<file path="config.mk">
export PLATFORM = sky130hd
export DESIGN_NAME = dmairq_router
export DESIGN_NICKNAME = d
export VERILOG_FILES = /design/src/rtl/dmairq_pkg.sv /design/src/rtl/dmairq_regs.sv /design/src/rtl/dmairq_cmpl.sv /design/src/rtl/dmairq_route.sv /design/src/rtl/dmairq_router.sv
export SDC_FILE = /design/constraint.sdc
export NUM_CORES = 1
export LEC_CHECK = 0
export BUFFER_PORTS_ARGS = -buffer_cell sky130_fd_sc_hd__buf_4
export CAP_MARGIN = 10
export CORE_MARGIN = 5
export CORE_UTILIZATION = 44
export DETAILED_ROUTE_END_ITERATION = 7
export PLACE_DENSITY = 0.86
export SLEW_MARGIN = 5
export SYNTH_ARGS = -nofsm -noshare
export SYNTH_HDL_FRONTEND = slang
export SYNTH_SLANG_ARGS = --single-unit
</file>
<file path="constraint.sdc">
create_clock -name clk -period 1.49 [get_ports clk]
set_input_delay 0.2235 -clock clk [delete_from_list [all_inputs] [get_ports clk]]
set_output_delay 0.2235 -clock clk [all_outputs]
set_load 0.1 [all_outputs]
</file>
<file path="src/rtl/dmairq_pkg.sv">
package dmairq_pkg;

    localparam int unsigned DATA_W          = 32;
    localparam int unsigned ADDR_W          = 3;
    localparam int unsigned BASE_ALIGN_BITS = 10;

    typedef enum logic [ADDR_W-1:0] {
        RA_CFG  = 3'd0,
        RA_CHEN = 3'd1,
        RA_STAT = 3'd2,
        RA_ERR  = 3'd3,
        RA_BASE = 3'd4
    } reg_addr_e;

    typedef struct packed {
        logic              wr;
        logic [ADDR_W-1:0] addr;
        logic [DATA_W-1:0] data;
    } reg_req_t;

    // Peripheral line that owns a given (non-software) channel
    function automatic int unsigned owner_of(input int unsigned ch, input int unsigned np);
        return ch % np;
    endfunction

endpackage

</file>
<file path="src/rtl/dmairq_regs.sv">
module dmairq_regs
    import dmairq_pkg::*;
#(
    parameter int unsigned NUM_CH = 8
) (
    input  logic              clk,
    input  logic              rst,
    input  reg_req_t          req,
    input  logic [NUM_CH-1:0] ch_done,
    input  logic [NUM_CH-1:0] ch_err,
    output logic [DATA_W-1:0] rdata,
    output logic [NUM_CH-1:0] ch_run,
    output logic              err_flag
);
    localparam int unsigned BASE_W = DATA_W - BASE_ALIGN_BITS;

    logic              master_q;
    logic [NUM_CH-1:0] chen_q;
    logic [NUM_CH-1:0] stat_q;
    logic              err_q;
    logic [BASE_W-1:0] base_q;

    logic wr_cfg, wr_chen, wr_stat, wr_err, wr_base;

    always_comb begin
        wr_cfg  = req.wr && (req.addr == RA_CFG);
        wr_chen = req.wr && (req.addr == RA_CHEN);
        wr_stat = req.wr && (req.addr == RA_STAT);
        wr_err  = req.wr && (req.addr == RA_ERR);
        wr_base = req.wr && (req.addr == RA_BASE);
    end

    always_ff @(posedge clk) begin
        if (rst) begin
            master_q <= 1'b0;
            chen_q   <= '0;
            stat_q   <= '0;
            err_q    <= 1'b0;
            base_q   <= '0;
        end else begin
            if (wr_cfg)
                master_q <= req.data[0];
            // Fault disables win over a software write in the same cycle
            chen_q <= (wr_chen ? req.data[NUM_CH-1:0] : chen_q) & ~ch_err;
            // Write-one-to-clear, new completions win
            stat_q <= (wr_stat ? (stat_q & ~req.data[NUM_CH-1:0]) : stat_q) | ch_done;
            // Sticky flag, clear by 1, new faults win
            err_q  <= (|ch_err) | (err_q & ~(wr_err & req.data[0]));
            if (wr_base)
                base_q <= req.data[DATA_W-1:BASE_ALIGN_BITS];
        end
    end

    always_comb begin
        rdata = '0;
        unique case (req.addr)
            RA_CFG:  rdata[0]          = master_q;
            RA_CHEN: rdata[NUM_CH-1:0] = chen_q;
            RA_STAT: rdata[NUM_CH-1:0] = stat_q;
            RA_ERR:  rdata[0]          = err_q;
            RA_BASE: rdata = {base_q, {BASE_ALIGN_BITS{1'b0}}};
            default: rdata = '0;
        endcase
    end

    assign ch_run   = chen_q & {NUM_CH{master_q}};
    assign err_flag = err_q;

    AST_FAULT_DISABLES: assert property (@(posedge clk) disable iff (rst)
        (|ch_err) |=> ((chen_q & $past(ch_err)) == '0)) else $error("fault did not disable channel");
    AST_FAULT_STICKY: assert property (@(posedge clk) disable iff (rst)
        (|ch_err) |=> err_q) else $error("fault flag not set");
    AST_DONE_STATUS: assert property (@(posedge clk) disable iff (rst)
        (|ch_done) |=> ((stat_q & $past(ch_done)) == $past(ch_done))) else $error("status not set");

endmodule

</file>
<file path="src/rtl/dmairq_cmpl.sv">
module dmairq_cmpl
    import dmairq_pkg::*;
#(
    parameter int unsigned NUM_CH     = 8,
    parameter int unsigned NUM_PERIPH = 4
) (
    input  logic                  clk,
    input  logic                  rst,
    input  logic [NUM_CH-1:0]     ch_done,
    input  logic [NUM_PERIPH:0]   ack,
    output logic [NUM_PERIPH:0]   req
);
    localparam int unsigned NUM_LINES = NUM_PERIPH + 1;
    localparam int unsigned SW_CH     = NUM_CH - 1;

    logic [NUM_LINES-1:0] set_line;
    logic [NUM_LINES-1:0] req_q;

    always_comb begin
        set_line = '0;
        for (int unsigned c = 0; c < SW_CH; c++)
            set_line[owner_of(c, NUM_PERIPH)] = set_line[owner_of(c, NUM_PERIPH)] | ch_done[c];
        set_line[NUM_PERIPH] = ch_done[SW_CH];
    end

    for (genvar l = 0; l < NUM_LINES; l++) begin : g_line
        always_ff @(posedge clk) begin
            if (rst)
                req_q[l] <= 1'b0;
            else
                req_q[l] <= set_line[l] | (req_q[l] & ~ack[l]);
        end

        AST_ACK_CLEARS: assert property (@(posedge clk) disable iff (rst)
            (ack[l] && !set_line[l]) |=> !req_q[l]) else $error("ack did not clear");
        AST_DONE_WINS: assert property (@(posedge clk) disable iff (rst)
            set_line[l] |=> req_q[l]) else $error("completion lost");
    end

    assign req = req_q;

endmodule

</file>
<file path="src/rtl/dmairq_route.sv">
module dmairq_route #(
    parameter int unsigned NUM_PERIPH = 4
) (
    input  logic [NUM_PERIPH:0]   req,
    input  logic [NUM_PERIPH-1:0] per_data_irq,
    input  logic [NUM_PERIPH-1:0] per_err_irq,
    input  logic [NUM_PERIPH-1:0] per_dma_en,
    input  logic                  err_flag,
    output logic [NUM_PERIPH-1:0] irq_per,
    output logic                  irq_sw,
    output logic                  irq_err
);
    for (genvar p = 0; p < NUM_PERIPH; p++) begin : g_per
        assign irq_per[p] = req[p] | per_err_irq[p] | (per_data_irq[p] & ~per_dma_en[p]);
    end

    assign irq_sw  = req[NUM_PERIPH];
    assign irq_err = err_flag;

endmodule

</file>
<file path="src/rtl/dmairq_router.sv">
module dmairq_router
    import dmairq_pkg::*;
#(
    parameter int unsigned NUM_CH     = 8,
    parameter int unsigned NUM_PERIPH = 4
) (
    input  logic                  clk,
    input  logic                  rst,
    input  logic [NUM_CH-1:0]     ch_done,
    input  logic [NUM_CH-1:0]     ch_err,
    input  logic [NUM_PERIPH-1:0] per_data_irq,
    input  logic [NUM_PERIPH-1:0] per_err_irq,
    input  logic [NUM_PERIPH-1:0] per_dma_en,
    input  logic [NUM_PERIPH:0]   irq_ack,
    input  logic                  reg_wr,
    input  logic [ADDR_W-1:0]     reg_addr,
    input  logic [DATA_W-1:0]     reg_wdata,
    output logic [DATA_W-1:0]     reg_rdata,
    output logic [NUM_CH-1:0]     ch_run,
    output logic [NUM_PERIPH-1:0] irq_per,
    output logic                  irq_sw,
    output logic                  irq_err
);
    reg_req_t              bus;
    logic [NUM_PERIPH:0]   cmpl_req;
    logic                  err_flag;

    assign bus = '{wr: reg_wr, addr: reg_addr, data: reg_wdata};

    dmairq_regs #(.NUM_CH(NUM_CH)) u_regs (
        .clk      (clk),
        .rst      (rst),
        .req      (bus),
        .ch_done  (ch_done),
        .ch_err   (ch_err),
        .rdata    (reg_rdata),
        .ch_run   (ch_run),
        .err_flag (err_flag)
    );

    dmairq_cmpl #(.NUM_CH(NUM_CH), .NUM_PERIPH(NUM_PERIPH)) u_cmpl (
        .clk     (clk),
        .rst     (rst),
        .ch_done (ch_done),
        .ack     (irq_ack),
        .req     (cmpl_req)
    );

    dmairq_route #(.NUM_PERIPH(NUM_PERIPH)) u_route (
        .req          (cmpl_req),
        .per_data_irq (per_data_irq),
        .per_err_irq  (per_err_irq),
        .per_dma_en   (per_dma_en),
        .err_flag     (err_flag),
        .irq_per      (irq_per),
        .irq_sw       (irq_sw),
        .irq_err      (irq_err)
    );

    for (genvar p = 0; p < NUM_PERIPH; p++) begin : g_chk
        AST_ERR_FORWARD: assert property (@(posedge clk) disable iff (rst)
            per_err_irq[p] |-> irq_per[p]) else $error("peripheral error dropped");
        AST_DATA_HIDDEN: assert property (@(posedge clk) disable iff (rst)
            (per_data_irq[p] && per_dma_en[p] && !per_err_irq[p] && !cmpl_req[p]) |-> !irq_per[p])
            else $error("data request leaked under DMA");
    end

endmodule

</file>
-- Word level (Yosys, flattened, before mapping)
Cells that the tools add are included.
- bitwise logic cells: 44
- divide/modulo/power cells: 0
- $add $sub $neg: 0
- shift-type cells: 0
- $mul: 0
- muxes and demuxes: 5
- magnitude comparators: 0
- reductions and logical operators: 7
- eq/ne operators: 4
- operators by type and width (operator ; count):
    8-bit AND ; 3
    24-bit two-way mux ; 1
    1-bit bitwise OR ; 17
    8-bit two-way mux ; 2
    8-bit NOT ; 2
    7-bit one-hot mux with 2 select lines ; 1
    1-bit AND ; 11
    1-bit NOT ; 10
    8-bit bitwise OR ; 1
    8-bit OR reduction ; 1
    3-bit by 2-bit == test with 1-bit output, second input constant ; 2
    1-bit logical AND ; 5
    1-bit one-hot mux with 4 select lines ; 1
    3-bit by 1-bit == test with 1-bit output, second input constant ; 1
    3-bit == test, second input constant ; 1
    3-bit logical NOT ; 1
- memories kept: 0
- memory bits (read-only): 0
- latch bits: 0
- register bits after elaboration: 45
- RAM bits: 0
- logic and storage cells: 70
- output and inout bits: 46

-- Depth between registers and ports, before layout
Gate-level depths: netlist of the first run.
- depth in word-level cells: 6
- gate-level depth with buffers: 5

-- Modules after synthesis
Synthesis of the first run repeated with hierarchy kept, for this count alone.
- cells, all modules: 261
- area total of the unflattened synthesis: 2129.5 µm²
- by module, submodules not included (module ; times used ; cells each ; sequential area each (µm²) ; area each (µm²)):
    dmairq_regs ; 1 ; 227 ; 800.8 ; 1889.3
    dmairq_cmpl ; 1 ; 20 ; 100.1 ; 175.2
    dmairq_route ; 1 ; 14 ; 0.0 ; 65.1

-- Worst setup path before layout of the first run
Ideal clock, no wire load.
- path type: reg-to-output
- start point: register u_regs.err_q (netlist: u_regs.err_flag)
- end point: output reg_rdata[0]
- buffers on the path: 0
- path slack: -1.419 ns
- required time: 1.266 ns
- stages on the path, launching flop included: 3
- arrival: 2.686 ns
- cell sequence: dfxtp_1 mux4_2 nor2b_1
- longest elaborated chain between the ends: 1
- RTL lines (what ; RTL line ; text):
    start: declaration ; dmairq_regs.sv:20 ; logic err_q;
    start signal: assignment ; dmairq_regs.sv:48 ; err_q <= (|ch_err) | (err_q & ~(wr_err & req.data[0]));
    1-bit one-hot mux with 4 select lines ; dmairq_regs.sv:56 ; unique case (req.addr)
    end: declaration ; dmairq_router.sv:18 ; output logic [DATA_W-1:0] reg_rdata,
Every way passes these cells.

-- Worst setup path in the final report of the first run
Ends and elaborated chain as after synthesis.

==> results of run 1 <==
-- final timing paths --
check,endpoint,slack (ns),cells past startpoint
worst max-delay path,reg_rdata[0],-0.12,3
worst min-delay path,u_regs.chen_q[5],0.10,2
worst max register to register,u_regs.master_q,0.71,3
worst min register to register,u_regs.base_q[4],0.46,2
-- kinds of logic (layout without fill, tap and decap cells) --
family,Yosys count,in the layout,share of synthesized area
simple gates,120,120,0.297
compound gates,48,48,0.140
flops,45,45,0.432
buf+inv,31,147,0.0750
mux,10,10,0.0540
other cells,1,2,0.00180
-- power groups by stage --
stage / sequential (uW) / clock (uW) / combinational [uW]
2_1_floorplan: 1310 / 0 / 301
3_3_place_gp: 1290 / 0 / 533
3_5_place_dp: 1290 / 0 / 544
4_1_cts: 1270 / 725 / 551
5_1_grt: 1270 / 781 / 589
6_report: 1270 / 701 / 551
-- flip-flops by register name (all words and copies together), names as in the netlist --
register	cells
u_cmpl.req	5
u_regs.stat_q	8
u_regs.master_q	1
u_regs.err_flag	1
u_regs.base_q	22
u_regs.chen_q	8
-- routing by layer --
metal | share of wire | vias to the layer above | wire [um]
li1 | - | 1075 | -
met3 | 0.084 | 4 | 503
met5 | 0 | - | 0
met2 | 0.53 | 76 | 3170
met1 | 0.38 | 1011 | 2290
met4 | 0.0073 | 0 | 44
-- critical path, delay by kind of cell, from the launching register on --
| kind | cells | cell delay (ns) |
|---|---|---|
| buffers and inverters | 1 | 0.16 |
| and+or+nand+nor | 1 | 0.15 |
| DFF | 1 | 0.33 |
| muxes | 1 | 0.46 |
-- area by class of cell --
class / count / area (um^2) / share of cell area
clock buffer: 8 / 80.1 / 0.0239
timing repair buffer: 127 / 1090 / 0.324
tap: 54 / 67.6 / 0.0201
inverter: 12 / 45.0 / 0.0134
multi-input combinational: 180 / 1170 / 0.350
sequential: 45 / 902 / 0.269
-- cells in the final DEF (no fill, tap or decap), drive strengths merged, types with 5 or more instances in the layout --
| master | count |
|---|---|
| mux2i | 9 |
| dfxtp | 45 |
| nand2b | 6 |
| o21ai | 5 |
| and2 | 30 |
| inv | 12 |
| nor3 | 8 |
| nand2 | 44 |
| buf | 127 |
| nor2 | 20 |
| a22oi | 7 |
| a21oi | 24 |
| a311oi | 8 |
| clkbuf | 8 |
-- through the flow --
step / instance area (um^2) / total power, uW / util / std cells
final: 3350 / 2520 / 0.720 / 426
after global routing: 3350 / 2640 / 0.720 / 426
after CTS: 3260 / 2540 / 0.700 / 426
after detailed placement: 3160 / 1840 / 0.678 / 417
after global placement: 3160 / 1830 / 0.678 / 417
after floorplan: 2230 / 1610 / - / 256
-- timing repair --
action                                  4_1_cts  5_1_grt
resized for setup                             3       24
hold buffers                                  0        0
setup buffers                                 1        0
endpoints found under the setup margin        1       25
pin swaps                                     0        0
==> flow_metrics.env, run 1 <==
export IMPL_outcome="finished with violations"
export IMPL_failed_checks="negative setup slack"
export IMPL_hold_violations=0
export IMPL_hpwl_mm=4.62
export IMPL_nNetsFinal=442
export IMPL_cts_sinks=45
export IMPL_p_sw_frac=0.283
export IMPL_syn_inst=255
export IMPL_ys_flop_type="dfxtp_1"
export IMPL_yosys_top_cells_count="dfxtp_1 (45), nand2_1 (44), and2_1 (30)"
export IMPL_yosys_area_top_type="dfxtp_1"
export IMPL_p_leak_uw=0.00145
export IMPL_synth_most_common_cell="dfxtp_1"
export IMPL_synth_warning_count=0
export IMPL_maxCapViolCount=0
export IMPL_dieWidth_um=78.8
export IMPL_setup_viol=1
export IMPL_finalMaxSlewViolations=0
export IMPL_hold_path_class="in2reg"
export IMPL_syn_area_per_cell_um2=8.17
export IMPL_setup_ws_ns=-0.116
export IMPL_critPathRequiredTime_ns=1.27
export IMPL_rows=25
export IMPL_cp_max_fo=2
export IMPL_grt_use_met2=0.368
export IMPL_clk_root_buffer_cell="clkbuf_8"
export IMPL_cts_tree="built"
export IMPL_antenna_cells=0
export IMPL_critPathMaxStageDelay_ns=0.46
export IMPL_antenna_found_initial=0
export IMPL_clk_pin_slew_worst_paths_ns=0.07
export IMPL_ys_ff_latch=45
export IMPL_clock_fmax_mhz=623
export IMPL_finalSetupTns_ns=-0.116
export IMPL_end_kind="output port"
export IMPL_wl_per_cell_um=14.1
export IMPL_synth_edf_count=0
export IMPL_vias=2166
export IMPL_min_period_ns=1.61
export IMPL_drt_iter0_markers=78
export IMPL_yosys_cell_types_count=27
export IMPL_post_drt_via_cell_ratio=5.08
export IMPL_grt_ovfl_total=0
export IMPL_crit_arrival_ns=1.38
export IMPL_grt_setup_unrepaired="true"
export IMPL_r2r_start="u_regs.master_q"
export IMPL_htree_levels=2
export IMPL_post_synth_top_area_fraction=0.432
export IMPL_grt_pass1_vias=2210
export IMPL_grt_util_met1=0.212
export IMPL_power_switching_uw=714
export IMPL_routed_wl_mm=6.01
export IMPL_fillers=375
export IMPL_async_flop_share=0
export IMPL_syn2layout_area_growth_pct=60.9
export IMPL_fin_crit_sh=1.08
export IMPL_post_place_ws_ns=0.0223
export IMPL_coreArea_mm2=0.00466
export IMPL_grt_max_degree=46
export IMPL_pin_count=117
export IMPL_p_comb_frac=0.219
export IMPL_worst_skew_pair_late_latency_ns=0.29
export IMPL_cts_made_buffers=5
export IMPL_vdd_drop_max_v=0.000575
export IMPL_power_density_mw_per_mm2=751
export IMPL_gp_congestion=0.781
export IMPL_grt_pass1_wl_mm=9.65
export IMPL_grt_usage=0.194
export IMPL_antenna_left=0
export IMPL_firstDrtPassIters=4
export IMPL_hold_slack_ns=0.104
export IMPL_drive_above_1_share=0.470
export IMPL_clock_skew_ns=0
export IMPL_p_seq_frac=0.503
export IMPL_synthTopCellsByArea="dfxtp_1 (43%), and2_1 (9.0%), nand2_1 (7.9%), a21oi_1 (5.8%), mux2i_1 (4.3%)"
export IMPL_ys_seq_area_frac=0.432
export IMPL_top_usage_layer="met2"
export IMPL_cts_buffer_depth=2
export IMPL_netlist_area_mm2=0.00208
export IMPL_drc=0
export IMPL_initial_core_util=0.447
export IMPL_cp_slowest_cell="mux4_2"
export IMPL_crit_path_start="u_regs.err_flag"
export IMPL_p_int_uw=1810
export IMPL_crit_path_cell_trace="mux4_2 > nor2b_4 > buf_12"
export IMPL_grtUsageMet3=0.0510
export IMPL_min_from="ch_err[5]"
export IMPL_die_h_um=78.8
export IMPL_dieArea_mm2=0.00621
export IMPL_pwr_share_clk=0.278
export IMPL_path_class="reg2out"
export IMPL_start_kind="register"
export IMPL_port_buffers=112
Note: power is estimated with default switching activity, not from simulation.
==> inputs of run 2 (changes only) <==
- ABC_AREA: default -> 1
- PLACE_DENSITY: 0.86 -> 0.85
==> run 2 against run 1 <==
- via count grew 10%
- count of clock-buffer cells in the layout down 2
- the run now ends clean
- utilization grew 0.91 points
- global-route usage increased by 0.39 points
- synthesized cell count rose by 25%
==> flow_metrics.env, run 2 <==
export IMPL_yosys_top_cells_count="inv_1 (72), dfxtp_1 (45), nor2_1 (42)"
export IMPL_wl_per_cell_um=12.7
export IMPL_cts_tree="built"
export IMPL_dieWidth_um=79.4
export IMPL_vdd_drop_max_v=0.000732
export IMPL_coreArea_mm2=0.00469
export IMPL_finalMaxSlewViolations=0
export IMPL_cp_slowest_cell="buf_4"
export IMPL_drc=0
export IMPL_antenna_found_initial=0
export IMPL_cp_common_cell="buf_4"
export IMPL_netlist_area_mm2=0.00212
export IMPL_place_area_mm2=0.00322
export IMPL_ys_seq_area_frac=0.425
export IMPL_dieArea_mm2=0.00631
export IMPL_min_path_cells=4
export IMPL_r2r_start="u_regs.master_q"
export IMPL_critPathRequiredTime_ns=1.27
export IMPL_post_drt_via_cell_ratio=4.88
export IMPL_grt_pass1_wl_mm=10.0
export IMPL_drive_above_1_share=0.401
export IMPL_power_density_mw_per_mm2=765
export IMPL_grt_pass1_vias=2238
export IMPL_setup_ws_ns=0.0502
export IMPL_synth_most_common_cell="inv_1"
export IMPL_reg2reg_slack_ns=0.77
export IMPL_ys_ff_latch=45
export IMPL_htree_levels=2
export IMPL_cts_buffer_depth=2
export IMPL_syn_area_per_cell_um2=6.67
export IMPL_cts_made_buffers=5
export IMPL_min_from="irq_ack[4]"
export IMPL_post_place_ws_ns=-0.0375
export IMPL_start_kind="input port"
export IMPL_drt_iter0_markers=99
export IMPL_min_period_ns=1.44
export IMPL_initial_core_util=0.452
export IMPL_final_cell_mix="buf_4 (104), inv_1 (71), dfxtp_1 (44)"
export IMPL_regMostFlops="u_regs.base_q"
export IMPL_end_kind="output port"
export IMPL_cp_max_fo=22
export IMPL_final_area_mm2=0.00342
export IMPL_firstDrtPassIters=4
export IMPL_cts_sinks=45
export IMPL_grt_max_degree=45
export IMPL_path_class="in2out"
export IMPL_pin_count=117
export IMPL_grt_setup_unrepaired="false"
export IMPL_crit_arrival_ns=1.22
export IMPL_routed_wl_mm=6.22
export IMPL_final_common_cell="buf_4"
export IMPL_grt_ovfl_total=0
export IMPL_nNetsFinal=506
export IMPL_clock_fmax_mhz=695
export IMPL_die_h_um=79.4
export IMPL_maxCapViolCount=0
export IMPL_fin_crit_sh=0.966
export IMPL_syn_inst=318
export IMPL_async_flop_share=0
export IMPL_setup_viol=0
export IMPL_yosys_area_top_type="dfxtp_1"
export IMPL_vias=2392
export IMPL_p_leak_uw=0.00160
export IMPL_syn2layout_area_growth_pct=61.1
export IMPL_clk_root_buffer_cell="clkbuf_8"
export IMPL_ff2ff_path_depth=3
export IMPL_min_to="u_cmpl.req[4]"
export IMPL_synth_warning_count=0
export IMPL_rows=25
export IMPL_critPathMaxStageDelay_ns=0.29
export IMPL_clock_skew_ns=0
export IMPL_finalSetupTns_ns=0
export IMPL_yosys_cell_types_count=20
export IMPL_synthTopCellsByArea="dfxtp_1 (42%), inv_1 (13%), a21oi_1 (8.3%), o21ai_0 (8.3%), nor2_1 (7.4%)"
export IMPL_antenna_left=0
export IMPL_largest_reg_flops=22
export IMPL_hold_violations=0
export IMPL_outcome="complete, no violations"
export IMPL_port_buffers=112
export IMPL_gp_congestion=0.869
export IMPL_grt_usage=0.198
export IMPL_synth_edf_count=0
export IMPL_hpwl_mm=4.79
export IMPL_reg_top3="u_regs.base_q: 22 flops, u_regs.chen_q: 8 flops, u_regs.stat_q: 8 flops"
export IMPL_clk_pin_slew_worst_paths_ns=0.08
export IMPL_timing_rr_end="u_regs.master_q"
export IMPL_crit_path_cell_trace="buf_4 > buf_4 > nor2_2 > nand2_1 > buf_12 > nor2_2 > buf_4"
export IMPL_post_synth_top_area_fraction=0.425
export IMPL_antenna_cells=0
export IMPL_fillers=383
export IMPL_ys_flop_type="dfxtp_1"
export IMPL_worst_skew_pair_late_latency_ns=0.29
export IMPL_hold_path_class="in2reg"
==> run 2: cell count changes after synthesis, moves of 6 or more <==
cell | previous run | this run
nand2_1 | 44 | 38
nor3_1 | 8 | 2
nand2b_1 | 6 | 0
mux2i_1 | 9 | 0
a22oi_1 | 7 | 0
nand3_1 | 1 | 10
inv_1 | 12 | 72
and2_1 | 30 | 0
a21oi_1 | 24 | 35
nand4_1 | 0 | 12
o21ai_0 | 5 | 35
nor2_1 | 20 | 42
a311oi_1 | 8 | 0
==> run 2: per-stage QoR <==
stage,util,std cells,hold slack [ns],power [uW]
floorplan,-,319,0.363,1660
global placement,0.687,481,0.453,1890
detailed placement,0.687,481,0.455,1900
CTS,0.712,490,0.174,2620
global route,0.729,490,0.178,2740
finish,0.729,490,0.175,2610
==> run 2: worst max-delay path, delay by kind of cell <==
kind | cells | cell delay [ns]
buffers and inverters | 4 | 0.70
and+or+nand+nor | 3 | 0.26
==> run 2: worst max path at each step <==
stage | cells after the start | slack, ns | endpoint | startpoint
final | 7 | 0.05 | reg_rdata[27] | reg_addr[1]
after global routing | 7 | 0.002 | reg_rdata[23] | reg_addr[1]
after CTS | 7 | 0.002 | reg_rdata[2] | reg_addr[1]
after detailed placement | 6 | -0.04 | reg_rdata[6] | reg_addr[1]
after global placement | 6 | -0.005 | reg_rdata[4] | reg_addr[1]
after floorplan | 4 | -0.25 | reg_rdata[11] | reg_addr[0]
==> run 2: per-layer routing <==
metal	vias up	global-route usage	wire, um
met5	-	0	0
met4	0	0.0567	55
met3	5	0.0643	622
met2	100	0.329	3080
met1	1068	0.244	2460
li1	1219	-	-
==> run 2: power breakdown <==
group / switching (uW) / leakage, uW / internal [uW]
clock: 401 / 0.0000450 / 325
sequential: 22.4 / 0.000369 / 1250
combinational: 377 / 0.00118 / 236
total: 801 / 0.00160 / 1810
==> run 2: cell type report <==
cell class	instances	area, um^2	share of cell area
Tap cell	54	67.6	0.0198
Clock buffer	6	72.6	0.0212
Inverter	72	274	0.0801
Timing Repair Buffer	125	1060	0.310
Sequential cell	45	905	0.265
Clock inverter	2	10.0	0.00293
Multi-Input combinational cell	186	1030	0.302
==> run 2: logic make-up (layout without fill, tap and decap cells) <==
kind of cell | after synthesis | in the layout | share of synthesized area
flip-flops | 45 | 45 | 0.425
AND/OR/NAND/NOR | 110 | 110 | 0.232
buffers and inverters | 88 | 205 | 0.165
other | 1 | 2 | 0.00177
AO/OA/AOI/OAI | 74 | 74 | 0.176
==> run 2: timing repair <==
action	CTS	global route
setup endpoints to repair	6	18
hold buffers	0	0
gates cloned	0	0
hold endpoints to repair	0	0
resized for setup	4	21
setup buffers	1	0
pin swaps	1	0
==> inputs of run 3 (changes only) <==
- BUFFER_PORTS_ARGS: -buffer_cell sky130_fd_sc_hd__buf_4 -> default
- CORE_UTILIZATION: 44 -> 55
- DONT_BUFFER_PORTS: default -> 1
- PLACE_DENSITY: 0.85 -> 0.76
==> run 3 against run 2 <==
- critical path depth fell by 2
- combinational power fell by 24%
- first-iteration DRC count up 78%
- die area fell by 18%
- highest routed layer unchanged
- flip-flop and latch count stayed put
- count of clock-buffer cells in the layout stayed put
- via count down 6.5%
- non-clock buffer count decreased by 76
- fmax up 0.85%
- hold slack got worse by 0.11 ns
- wire length grew 8.0%
==> flow_metrics.env, run 3 (synthesis gave the netlist of run 2 again) <==
export IMPL_outcome="complete, no violations"
export IMPL_start_kind="input port"
export IMPL_critPathMaxStageDelay_ns=0.36
export IMPL_cts_tree="built"
export IMPL_grt_usage=0.258
export IMPL_p_leak_uw=0.00132
export IMPL_clk_pin_slew_worst_paths_ns=0.08
export IMPL_antenna_left=0
export IMPL_nNetsFinal=430
export IMPL_initial_core_util=0.575
export IMPL_cts_made_buffers=5
export IMPL_power_switching_uw=764
export IMPL_dieArea_mm2=0.00520
export IMPL_regMostFlops="u_regs.base_q"
export IMPL_setup_viol=0
export IMPL_pwr_share_clk=0.339
export IMPL_hold_violations=0
export IMPL_largest_reg_flops=22
export IMPL_final_common_cell="inv_1"
export IMPL_finalNonFillerCells=408
export IMPL_crit_arrival_ns=1.20
export IMPL_grt_pass1_wl_mm=10.4
export IMPL_vdd_drop_max_v=0.000915
export IMPL_gp_congestion=0.871
export IMPL_crit_path_cell_trace="clkinvlp_4 > nor3_4 > nand2_1 > nand4_1 > buf_12"
export IMPL_clock_fmax_mhz=700
export IMPL_hpwl_mm=5.10
export IMPL_syn2layout_area_growth_pct=52.1
export IMPL_drc=0
export IMPL_cts_sinks=45
export IMPL_fin_crit_sh=0.958
export IMPL_slew_headroom=0.659
export IMPL_antenna_cells=0
export IMPL_power_density_mw_per_mm2=817
export IMPL_grt_ovfl_total=0
export IMPL_p_seq_frac=0.486
export IMPL_dp_cells=399
export IMPL_port_buffers=0
export IMPL_grt_max_degree=45
export IMPL_post_route_util=0.875
export IMPL_cp_slowest_cell="nor3_4"
export IMPL_clock_skew_ns=0
export IMPL_reg_top3="u_regs.base_q: 22 flops, u_regs.chen_q: 8 flops, u_regs.stat_q: 8 flops"
export IMPL_path_class="in2out"
export IMPL_fillers=184
export IMPL_seq_area_um2=908
export IMPL_grt_pass1_vias=2137
export IMPL_critPathRequiredTime_ns=1.27
export IMPL_finalMaxSlewViolations=0
export IMPL_tightestPinTransition_ns=0.510
export IMPL_p_sw_frac=0.290
export IMPL_worst_skew_pair_late_latency_ns=0.30
export IMPL_multi_input_area_mm2=0.00103
export IMPL_firstDrtPassIters=4
export IMPL_end_kind="output port"
export IMPL_antenna_found_initial=0
export IMPL_drt_iter0_markers=176
export IMPL_htree_levels=2
export IMPL_wl_per_cell_um=16.5
export IMPL_cts_buffer_depth=2
export IMPL_grt_setup_unrepaired="false"
export IMPL_pin_count=117
export IMPL_p_int_uw=1870
export IMPL_final_cell_mix="inv_1 (71), dfxtp_1 (43), nand2_1 (38), buf_12 (38), a21oi_1 (35)"
export IMPL_routed_wl_mm=6.72
export IMPL_cp_max_fo=8
export IMPL_rows=22
export IMPL_hold_path_class="in2reg"
export IMPL_die_h_um=72.1
export IMPL_clk_root_buffer_cell="clkbuf_8"
export IMPL_coreArea_mm2=0.00369
export IMPL_post_drt_via_cell_ratio=5.48
export IMPL_dieWidth_um=72.1
export IMPL_maxCapViolCount=0
export IMPL_min_period_ns=1.43
export IMPL_vias=2236
export IMPL_p_comb_frac=0.176
export IMPL_drive_above_1_share=0.275
## run 3: cell count changes in the layout (fill, tap and decap cells not counted), moves of 4 or more
cell    before  now
buf_8        4    0
buf_6       14    0
buf_4      104   10
buf_12       3   38
## run 3: through the flow
| step | power [uW] | cell area, um^2 | TNS [ns] | setup slack (ns) | hold WS [ns] |
|---|---|---|---|---|---|
| global placement | 1740 | 3110 | 0 | 0.152 | 0.286 |
| detailed placement | 1760 | 3110 | 0 | 0.0983 | 0.288 |
| CTS | 2650 | 3230 | 0 | 0.0535 | 0.0644 |
| floorplan | 1660 | 2290 | -5.44 | -0.252 | 0.363 |
| global route | 2730 | 3230 | 0 | 0.0149 | 0.0744 |
| finish | 2640 | 3230 | 0 | 0.0623 | 0.0682 |
## run 3: final timing paths
| kind | from | endpoint | slack, ns | depth (start not counted) |
|---|---|---|---|---|
| setup / recovery | reg_addr[1] | reg_rdata[0] | 0.06 | 5 |
| hold / removal | reg_wdata[0] | u_regs.chen_q[0] | 0.07 | 2 |
| setup reg to reg | u_regs.err_flag | u_regs.err_flag | 0.54 | 3 |
| hold reg to reg | u_regs.base_q[5] | u_regs.base_q[5] | 0.47 | 2 |
## run 3: area by class of cell
cell class              count  share of cell area
clock buffers               6              0.0225
clock inverters             2              0.0109
inverters                  72              0.0849
multi-input cells         186               0.320
flip-flops and latches     45               0.281
well taps                  48              0.0186
repair buffers             49               0.262
## run 3: layer usage
metal  wire [um]  vias up  GRT usage
li1            -     1063          -
met1        2440     1036      0.294
met2        3340      118      0.445
met3         737       19     0.0914
met4         193        0     0.0856
met5           0        -          0
## run 3: what timing repair did
action	4_1_cts	5_1_grt
hold endpoints to repair	14	0
setup buffers	0	0
gates resized for setup	1	1
setup endpoints to repair	2	1
hold buffers	1	0
## run 3: critical path, delay by kind of cell
kind / cells / cell delay (ns)
buf+inv: 2 / 0.32
simple gates: 3 / 0.65
## run 3: power by group through the flow
stage               Combinational (uW)  Clock, uW  Sequential (uW)
finish                             463        894             1280
CTS                                463        906             1280
global route                       493        955             1290
global placement                   435          0             1310
detailed placement                 452          0             1310
floorplan                          341          0             1320
